[src/rtl/vnd_pkg.sv]
package vnd_pkg;
  localparam int CFG_W  = 32;
  localparam int NIB_W  = 4;
  localparam int ID_LSB = 19;
  localparam int ID_W   = 8;
  localparam int M_LSB  = 0;
  localparam int M_W    = 8;
  localparam int ADDR_W = ID_W + 1;
  localparam int NIBS_PER_WORD = CFG_W / NIB_W;

  typedef enum logic [3:0] {
    ST_IDLE,
    ST_SEL1,
    ST_FLUSH,
    ST_SEL0,
    ST_HUBNIB,
    ST_NODENIB,
    ST_LDSEL1,
    ST_LDDR,
    ST_LDSEL0,
    ST_DONE,
    ST_FAIL
  } vnd_state_e;
endpackage

[src/rtl/vnd_rst_sync.sv]
module vnd_rst_sync #(
  parameter int STAGES = 2
) (
  input  logic clk,
  input  logic arst_n,
  output logic rst_n_o
);
  logic [STAGES-1:0] sync_q;

  always_ff @(posedge clk or negedge arst_n) begin
    if (!arst_n) sync_q <= '0;
    else         sync_q <= {sync_q[STAGES-2:0], 1'b1};
  end

  assign rst_n_o = sync_q[STAGES-1];
endmodule

[src/rtl/vnd_cmd_port.sv]
// One-outstanding request/response tracker toward the scan engine.
module vnd_cmd_port (
  input  logic clk,
  input  logic rst_n,
  input  logic issue,
  input  logic cmd_ready,
  input  logic rsp_done,
  output logic cmd_valid,
  output logic rsp_fire
);
  logic wait_q, wait_d, wait_en;

  assign cmd_valid = issue & ~wait_q;
  assign rsp_fire  = wait_q & rsp_done;

  always_comb begin
    wait_d  = wait_q;
    wait_en = 1'b0;
    if (cmd_valid && cmd_ready) begin
      wait_d  = 1'b1;
      wait_en = 1'b1;
    end else if (rsp_fire) begin
      wait_d  = 1'b0;
      wait_en = 1'b1;
    end
  end

  always_ff @(posedge clk or negedge rst_n) begin
    if (!rst_n)       wait_q <= 1'b0;
    else if (wait_en) wait_q <= wait_d;
  end
endmodule

[src/rtl/vnd_nibble_acc.sv]
// Right-shifting word assembler: each nibble enters at the top.
module vnd_nibble_acc #(
  parameter int WORD_W = 32,
  parameter int NIB_W  = 4
) (
  input  logic              clk,
  input  logic              rst_n,
  input  logic              shift_en,
  input  logic [NIB_W-1:0]  nib_in,
  output logic [WORD_W-1:0] acc_q,
  output logic [WORD_W-1:0] acc_next
);
  assign acc_next = {nib_in, acc_q[WORD_W-1:NIB_W]};

  always_ff @(posedge clk or negedge rst_n) begin
    if (!rst_n)        acc_q <= '0;
    else if (shift_en) acc_q <= acc_next;
  end
endmodule

[src/rtl/vnd_addr_width.sv]
// Number of significant bits in a count (0 for a zero count).
module vnd_addr_width #(
  parameter int CNT_W = 8,
  localparam int AW_W = $clog2(CNT_W + 1)
) (
  input  logic [CNT_W-1:0] count,
  output logic [AW_W-1:0]  width
);
  always_comb begin
    width = '0;
    for (int i = 0; i < CNT_W; i++) begin
      if (count[i]) width = AW_W'(i + 1);
    end
  end
endmodule

[src/rtl/vnode_discover_seq.sv]
module vnode_discover_seq
  import vnd_pkg::*;
#(
  parameter int          IR_LEN    = 10,
  parameter logic [15:0] SEL1_CODE = 16'h000E,
  parameter logic [15:0] SEL0_CODE = 16'h000C,
  parameter logic [7:0]  TARGET_ID = 8'h08,
  parameter logic [15:0] VIR_CMD   = 16'h0008,
  parameter int          FLUSH_LEN = 64,
  parameter int          DATA_W    = 64,
  parameter int          LEN_W     = 9
) (
  input  logic              clk,
  input  logic              rst_n,
  input  logic              start,
  output logic              cmd_valid,
  input  logic              cmd_ready,
  output logic              cmd_is_dr,
  output logic [LEN_W-1:0]  cmd_len,
  output logic [DATA_W-1:0] cmd_data,
  input  logic              rsp_done,
  input  logic [NIB_W-1:0]  rsp_data,
  output logic              done,
  output logic              error,
  output logic [ADDR_W-1:0] node_addr,
  output logic [M_W-1:0]    m_width,
  output logic [ID_W-1:0]   node_count,
  output logic [CFG_W-1:0]  hub_cfg
);
  localparam int AW_W  = $clog2(ID_W + 1);
  localparam int NCT_W = $clog2(NIBS_PER_WORD);

  logic rst_sync_n;
  vnd_state_e state_q, state_d;
  logic [NCT_W-1:0]  nib_q, nib_d;
  logic [ID_W-1:0]   idx_q, idx_d;
  logic              found_q, found_d;
  logic [ADDR_W-1:0] addr_q, addr_d;
  logic [CFG_W-1:0]  cfg_q, cfg_d;
  logic              issue, rsp_fire, upd_en, acc_en, at_rest;
  logic [CFG_W-1:0]  acc_q, acc_nx;
  logic [AW_W-1:0]   aw;
  logic [ID_W-1:0]   nx_id;
  logic              hit, last_node;

  vnd_rst_sync #(.STAGES(2)) u_rst (
    .clk(clk), .arst_n(rst_n), .rst_n_o(rst_sync_n)
  );

  vnd_cmd_port u_port (
    .clk(clk), .rst_n(rst_sync_n), .issue(issue), .cmd_ready(cmd_ready),
    .rsp_done(rsp_done), .cmd_valid(cmd_valid), .rsp_fire(rsp_fire)
  );

  vnd_nibble_acc #(.WORD_W(CFG_W), .NIB_W(NIB_W)) u_acc (
    .clk(clk), .rst_n(rst_sync_n), .shift_en(acc_en), .nib_in(rsp_data),
    .acc_q(acc_q), .acc_next(acc_nx)
  );

  vnd_addr_width #(.CNT_W(ID_W)) u_aw (
    .count(cfg_q[ID_LSB +: ID_W]), .width(aw)
  );

  assign at_rest = (state_q == ST_IDLE) || (state_q == ST_DONE) || (state_q == ST_FAIL);
  assign issue   = ~at_rest;
  assign acc_en  = rsp_fire && ((state_q == ST_HUBNIB) || (state_q == ST_NODENIB));
  assign upd_en  = rsp_fire || (start && at_rest);
  assign nx_id   = acc_nx[ID_LSB +: ID_W];
  assign hit     = (nx_id == TARGET_ID);
  assign last_node = ({1'b0, idx_q} + ADDR_W'(1)) == {1'b0, cfg_q[ID_LSB +: ID_W]};

  // Next-state logic
  always_comb begin
    state_d = state_q;
    nib_d   = nib_q;
    idx_d   = idx_q;
    found_d = found_q;
    addr_d  = addr_q;
    cfg_d   = cfg_q;
    case (state_q)
      ST_IDLE, ST_DONE, ST_FAIL: begin
        if (start) begin
          state_d = ST_SEL1;
          nib_d   = '0;
          idx_d   = '0;
          found_d = 1'b0;
          addr_d  = '0;
          cfg_d   = '0;
        end
      end
      ST_SEL1:  if (rsp_fire) state_d = ST_FLUSH;
      ST_FLUSH: if (rsp_fire) state_d = ST_SEL0;
      ST_SEL0:  if (rsp_fire) begin
        state_d = ST_HUBNIB;
        nib_d   = '0;
      end
      ST_HUBNIB: if (rsp_fire) begin
        nib_d = nib_q + 1'b1;
        if (nib_q == NCT_W'(NIBS_PER_WORD - 1)) begin
          cfg_d   = acc_nx;
          idx_d   = '0;
          state_d = (nx_id == '0) ? ST_FAIL : ST_NODENIB;
        end
      end
      ST_NODENIB: if (rsp_fire) begin
        nib_d = nib_q + 1'b1;
        if (nib_q == NCT_W'(NIBS_PER_WORD - 1)) begin
          if (hit) begin
            addr_d  = {1'b0, idx_q} + ADDR_W'(1);
            found_d = 1'b1;
          end
          if (last_node) state_d = (found_q || hit) ? ST_LDSEL1 : ST_FAIL;
          else           idx_d   = idx_q + 1'b1;
        end
      end
      ST_LDSEL1: if (rsp_fire) state_d = ST_LDDR;
      ST_LDDR:   if (rsp_fire) state_d = ST_LDSEL0;
      ST_LDSEL0: if (rsp_fire) state_d = ST_DONE;
      default:   state_d = ST_IDLE;
    endcase
  end

  // Registers
  always_ff @(posedge clk or negedge rst_sync_n) begin
    if (!rst_sync_n) begin
      state_q <= ST_IDLE;
      nib_q   <= '0;
      idx_q   <= '0;
      found_q <= 1'b0;
      addr_q  <= '0;
      cfg_q   <= '0;
    end else if (upd_en) begin
      state_q <= state_d;
      nib_q   <= nib_d;
      idx_q   <= idx_d;
      found_q <= found_d;
      addr_q  <= addr_d;
      cfg_q   <= cfg_d;
    end
  end

  // Command formatting
  always_comb begin
    cmd_is_dr = 1'b0;
    cmd_len   = LEN_W'(IR_LEN);
    cmd_data  = DATA_W'(SEL1_CODE);
    case (state_q)
      ST_SEL0, ST_LDSEL0: cmd_data = DATA_W'(SEL0_CODE);
      ST_FLUSH: begin
        cmd_is_dr = 1'b1;
        cmd_len   = LEN_W'(FLUSH_LEN);
        cmd_data  = '0;
      end
      ST_HUBNIB, ST_NODENIB: begin
        cmd_is_dr = 1'b1;
        cmd_len   = LEN_W'(NIB_W);
        cmd_data  = '0;
      end
      ST_LDDR: begin
        cmd_is_dr = 1'b1;
        cmd_len   = LEN_W'(aw) + LEN_W'(cfg_q[M_LSB +: M_W]);
        cmd_data  = (DATA_W'(addr_q) << cfg_q[M_LSB +: M_W]) | DATA_W'(VIR_CMD);
      end
      default: ;
    endcase
  end

  assign done       = (state_q == ST_DONE);
  assign error      = (state_q == ST_FAIL);
  assign node_addr  = addr_q;
  assign hub_cfg    = cfg_q;
  assign m_width    = cfg_q[M_LSB +: M_W];
  assign node_count = cfg_q[ID_LSB +: ID_W];
endmodule

[config.mk]
export PLATFORM = sky130hd
export DESIGN_NAME = vnode_discover_seq
export DESIGN_NICKNAME = d
export VERILOG_FILES = /design/src/rtl/vnd_pkg.sv /design/src/rtl/vnd_rst_sync.sv /design/src/rtl/vnd_cmd_port.sv /design/src/rtl/vnd_nibble_acc.sv /design/src/rtl/vnd_addr_width.sv /design/src/rtl/vnode_discover_seq.sv
export SDC_FILE = /design/constraint.sdc
export NUM_CORES = 1
export LEC_CHECK = 0
export BUFFER_PORTS_ARGS = -buffer_cell sky130_fd_sc_hd__buf_2
export CAP_MARGIN = 10
export CORE_ASPECT_RATIO = 0.6
export CORE_MARGIN = 2
export CORE_UTILIZATION = 59
export CTS_BUF_LIST = sky130_fd_sc_hd__clkbuf_16
export CTS_CLUSTER_DIAMETER = 150
export DETAILED_ROUTE_END_ITERATION = 7
export MAX_ROUTING_LAYER = met4
export PLACE_DENSITY = 0.87
export SLEW_MARGIN = 30
export SYNTH_ARGS = -nofsm -noshare
export SYNTH_HDL_FRONTEND = slang
export SYNTH_SLANG_ARGS = --single-unit
export TNS_END_PERCENT = 50
[constraint.sdc]
create_clock -name clk -period 6 [get_ports clk]
set_input_delay 0.9 -clock clk [delete_from_list [all_inputs] [get_ports clk]]
set_output_delay 0.9 -clock clk [all_outputs]
set_load 0.01 [all_outputs]
==> results.sh <==
export IMPL_syn_nets=756
export IMPL_worst_path_max_fanout=23
export IMPL_drt_total_wl_um=17400
export IMPL_dpl_hpwl_um=12700
export IMPL_r2r_end="idx_q[6]"
export IMPL_firstDrtPassIters=6
export IMPL_vias=5780
export IMPL_fp_row_count=28
export IMPL_cp_data_required_time_ns=5.10
export IMPL_grt_util_met3_pct=8.43
export IMPL_worstRegToRegCells=7
export IMPL_cts_buffers=9
export IMPL_die_height_um=81.1
export IMPL_clock_path_buffers=2
export IMPL_synth_edf_count=0
export IMPL_rsz0062_at_grt="no"
export IMPL_cts_root_buf="clkbuf_16"
export IMPL_gp_congestion=1.04
export IMPL_insertion_delay_ns=0.34
export IMPL_tns_ns=0
export IMPL_antennaDiodeCount=0
export IMPL_viasPerCell=5.95
export IMPL_max_freq_mhz=233
export IMPL_syn_avg_cell_area_um2=7.91
export IMPL_hp_class="flip-flop to asynchronous set/reset pin"
export IMPL_htree_levels=3
export IMPL_synthCells=739
export IMPL_finalHoldViolations=0
export IMPL_antenna_found_initial=0
export IMPL_finalMaxSlewViolations=0
export IMPL_slowest_stage="nor3_1"
export IMPL_cts_tree="built"
export IMPL_worstPathCellList="nand4b_1 > nor3_1 > nand2_1 > o31ai_1 > buf_2"
export IMPL_clkSinkCount=88
export IMPL_cp_start_kind="flip-flop"
export IMPL_period_minus_slack_ns=4.29
export IMPL_area_growth_pct=16.2
export IMPL_max_stage_delay_ns=0.83
export IMPL_synth_area_mm2=0.00584
export IMPL_yosysSeqAreaShare_pct=37.7
export IMPL_grt_pass1_vias=5120
export IMPL_numPortBuffers=142
export IMPL_grt_max_degree=51
export IMPL_reg2reg_slack_ns=2.79
export IMPL_core_area_mm2=0.00974
export IMPL_drt_iter0_drc=603
export IMPL_postRouteAntennaNets=0
export IMPL_drv_cap=0
export IMPL_ys_warn_count=0
export IMPL_ys_ff_latch=88
export IMPL_use_met2_pct=47.3
export IMPL_worstPathArrival_ns=3.39
export IMPL_synthArstFlopShare_pct=100
export IMPL_ys_flop_type="dfrtp_1"
export IMPL_grt_pass1_wl_um=27400
export IMPL_pin_count=143
export IMPL_wl_per_cell_um=17.8
export IMPL_nets=850
export IMPL_post_route_util_pct=69.7
export IMPL_busiest_layer="met1"
export IMPL_finClkSkew_ns=0.0102
export IMPL_setup_viol=0
export IMPL_postCtsHoldBufs=0
export IMPL_irDropWorstVdd_uv=232
export IMPL_powerDensity_mw_per_mm2=413
export IMPL_slew_headroom_pct=42.4
export IMPL_clk_pin_slew_worst_paths_ns=0.07
export IMPL_cts_setup_buffers=0
export IMPL_synth_distinct_cells=69
export IMPL_drive_gt1_share_pct=22.8
export IMPL_grt_overflow=0
export IMPL_critPathKind="flip-flop to output port"
export IMPL_grtUsageTotal_pct=33.6
export IMPL_die_area_mm2=0.0107
export IMPL_fin_crit_sh_pct=71.5
export IMPL_drc_errors=0
export IMPL_status="finished clean"
export IMPL_use_met1_pct=49.0
export IMPL_cp_end_kind="output port"
export IMPL_tightest_slew_ns=0.857
export IMPL_cellLeakagePower_nw=3.34
export IMPL_reg2reg_from="state_q[0]"
export IMPL_start_util_pct=60.0
export IMPL_die_w_um=132
export IMPL_post_cts_resized=0
[Yosys cell counts, types with 2 or more instances]
master     instances  area share [%]
nand2_1          190              12
dfrtp_1           88              38
nor2_1            71             4.6
o21ai_0           51             4.4
clkbuf_1          33             2.1
a21oi_1           26             2.2
inv_1             21             1.3
mux2i_1           21             3.6
nor2b_1           19             2.0
nor3_1            19             1.6
buf_4             17             2.2
mux2_2            11             2.1
xnor2_1           11             1.6
nand2b_1          10             1.1
a22oi_1            9             1.2
and2_1             8            0.86
xor2_1             8             1.2
ha_1               7             1.5
nand4_1            7            0.75
o22ai_1            7            0.75
o31ai_1            7            0.90
a21o_1             6            0.77
nand3_1            6            0.51
or3_1              6            0.64
buf_2              5            0.43
buf_6              5            0.96
o211ai_1           5            0.64
buf_1              4            0.26
o31a_1             4            0.60
a21o_2             3            0.45
o21a_1             3            0.39
a22o_1             2            0.30
a31oi_1            2            0.21
a32o_1             2            0.34
a32oi_1            2            0.30
nand4bb_1          2            0.39
nor3b_1            2            0.26
nor4_1             2            0.21
nor4b_1            2            0.30
o2111ai_1          2            0.30
o21bai_1           2            0.26
o32ai_1            2            0.30
or2_2              2            0.21
or4_1              2            0.26
[cell families after synthesis]
logic type	Yosys count	synth area share, %
compound gates	147	16.4
xor+xnor	19	2.85
fa+ha+maj	8	1.84
buf+inv	86	7.37
flops	88	37.7
mux	33	6.10
other cells	1	0.0642
simple gates	357	27.7
[power by group]
group	switching, mW	total (mW)	internal (mW)
clock network	0.234	0.639	0.405
logic	0.715	1.13	0.413
registers	0.276	1.04	0.763
[worst max-delay path by stage]
| stage | to | start | cells after the start | slack [ns] |
|---|---|---|---|---|
| floorplan | cmd_len[6] | hub_cfg[20] | 13 | 2.65 |
| global placement | cmd_data[2] | state_q[1] | 5 | 2.33 |
| detailed placement | cmd_data[2] | state_q[1] | 5 | 2.20 |
| CTS | cmd_data[2] | state_q[1] | 5 | 1.83 |
| global route | cmd_data[2] | state_q[1] | 5 | 1.35 |
| finish | cmd_data[2] | state_q[1] | 5 | 1.71 |
[metrics by stage]
stage / area (um2) / std cells / hold WS [ns] / total power [mW] / setup WS (ns)
detailed placement: 6450 / 957 / 0.315 / 2.13 / 2.20
global placement: 6420 / 956 / 0.337 / 2.08 / 2.33
CTS: 6790 / 972 / 0.313 / 2.78 / 1.83
floorplan: 5840 / 739 / 0.331 / 1.78 / 2.65
finish: 6790 / 972 / 0.303 / 2.81 / 1.71
global route: 6790 / 972 / 0.310 / 2.99 / 1.35
[final cells by class]
cell class | instances | area (um2)
Multi-Input combinational cell | 565 | 3230
Fill cell | 832 | 2950
Sequential cell | 88 | 2210
Timing Repair Buffer | 147 | 768
Clock buffer | 9 | 225
Tap cell | 135 | 169
Clock inverter | 6 | 111
Inverter | 22 | 82.6
[worst max-delay path, delay by kind of cell, from the launching register on]
family | cells | cell delay, ns
and+or+nand+nor | 3 | 1.75
AOI/OAI and AO/OA | 1 | 0.30
DFF | 1 | 0.82
buffers and inverters | 1 | 0.17
[cells in the final DEF (no fill, tap or decap), types with 6 or more instances in the layout]
cell type	Yosys	layout
a21o_1	6	6
and2_1	8	8
o21ai_0	51	51
xor2_1	8	8
nand3_1	6	6
nor2_1	71	71
nand4_1	7	7
o22ai_1	7	7
mux2_2	11	11
nand2_1	190	190
nor3_1	19	18
a21oi_1	26	26
mux2i_1	21	21
nor2b_1	19	19
xnor2_1	11	11
o31ai_1	7	7
inv_1	21	22
ha_1	7	7
nand2b_1	10	10
buf_2	5	142
a22oi_1	9	9
clkbuf_16	0	9
dfrtp_1	88	87
[metal layers]
layer  part of all wire, %  up-vias
li1                      -     2677
met3                   9.3       32
met1                    46     2779
met2                    43      292
met5                     0        -
met4                   1.2        0
[flip-flops by register name (all words and copies together), names as in the netlist]
| name | cells |
|---|---|
| found_q | 1 |
| hub_cfg | 32 |
| idx_q | 8 |
| nib_q | 3 |
| node_addr | 9 |
| state_q | 4 |
| u_acc.acc_q | 28 |
| u_port.wait_q | 1 |
| u_rst.sync_q | 2 |
Power figures use the tool's default switching activity.
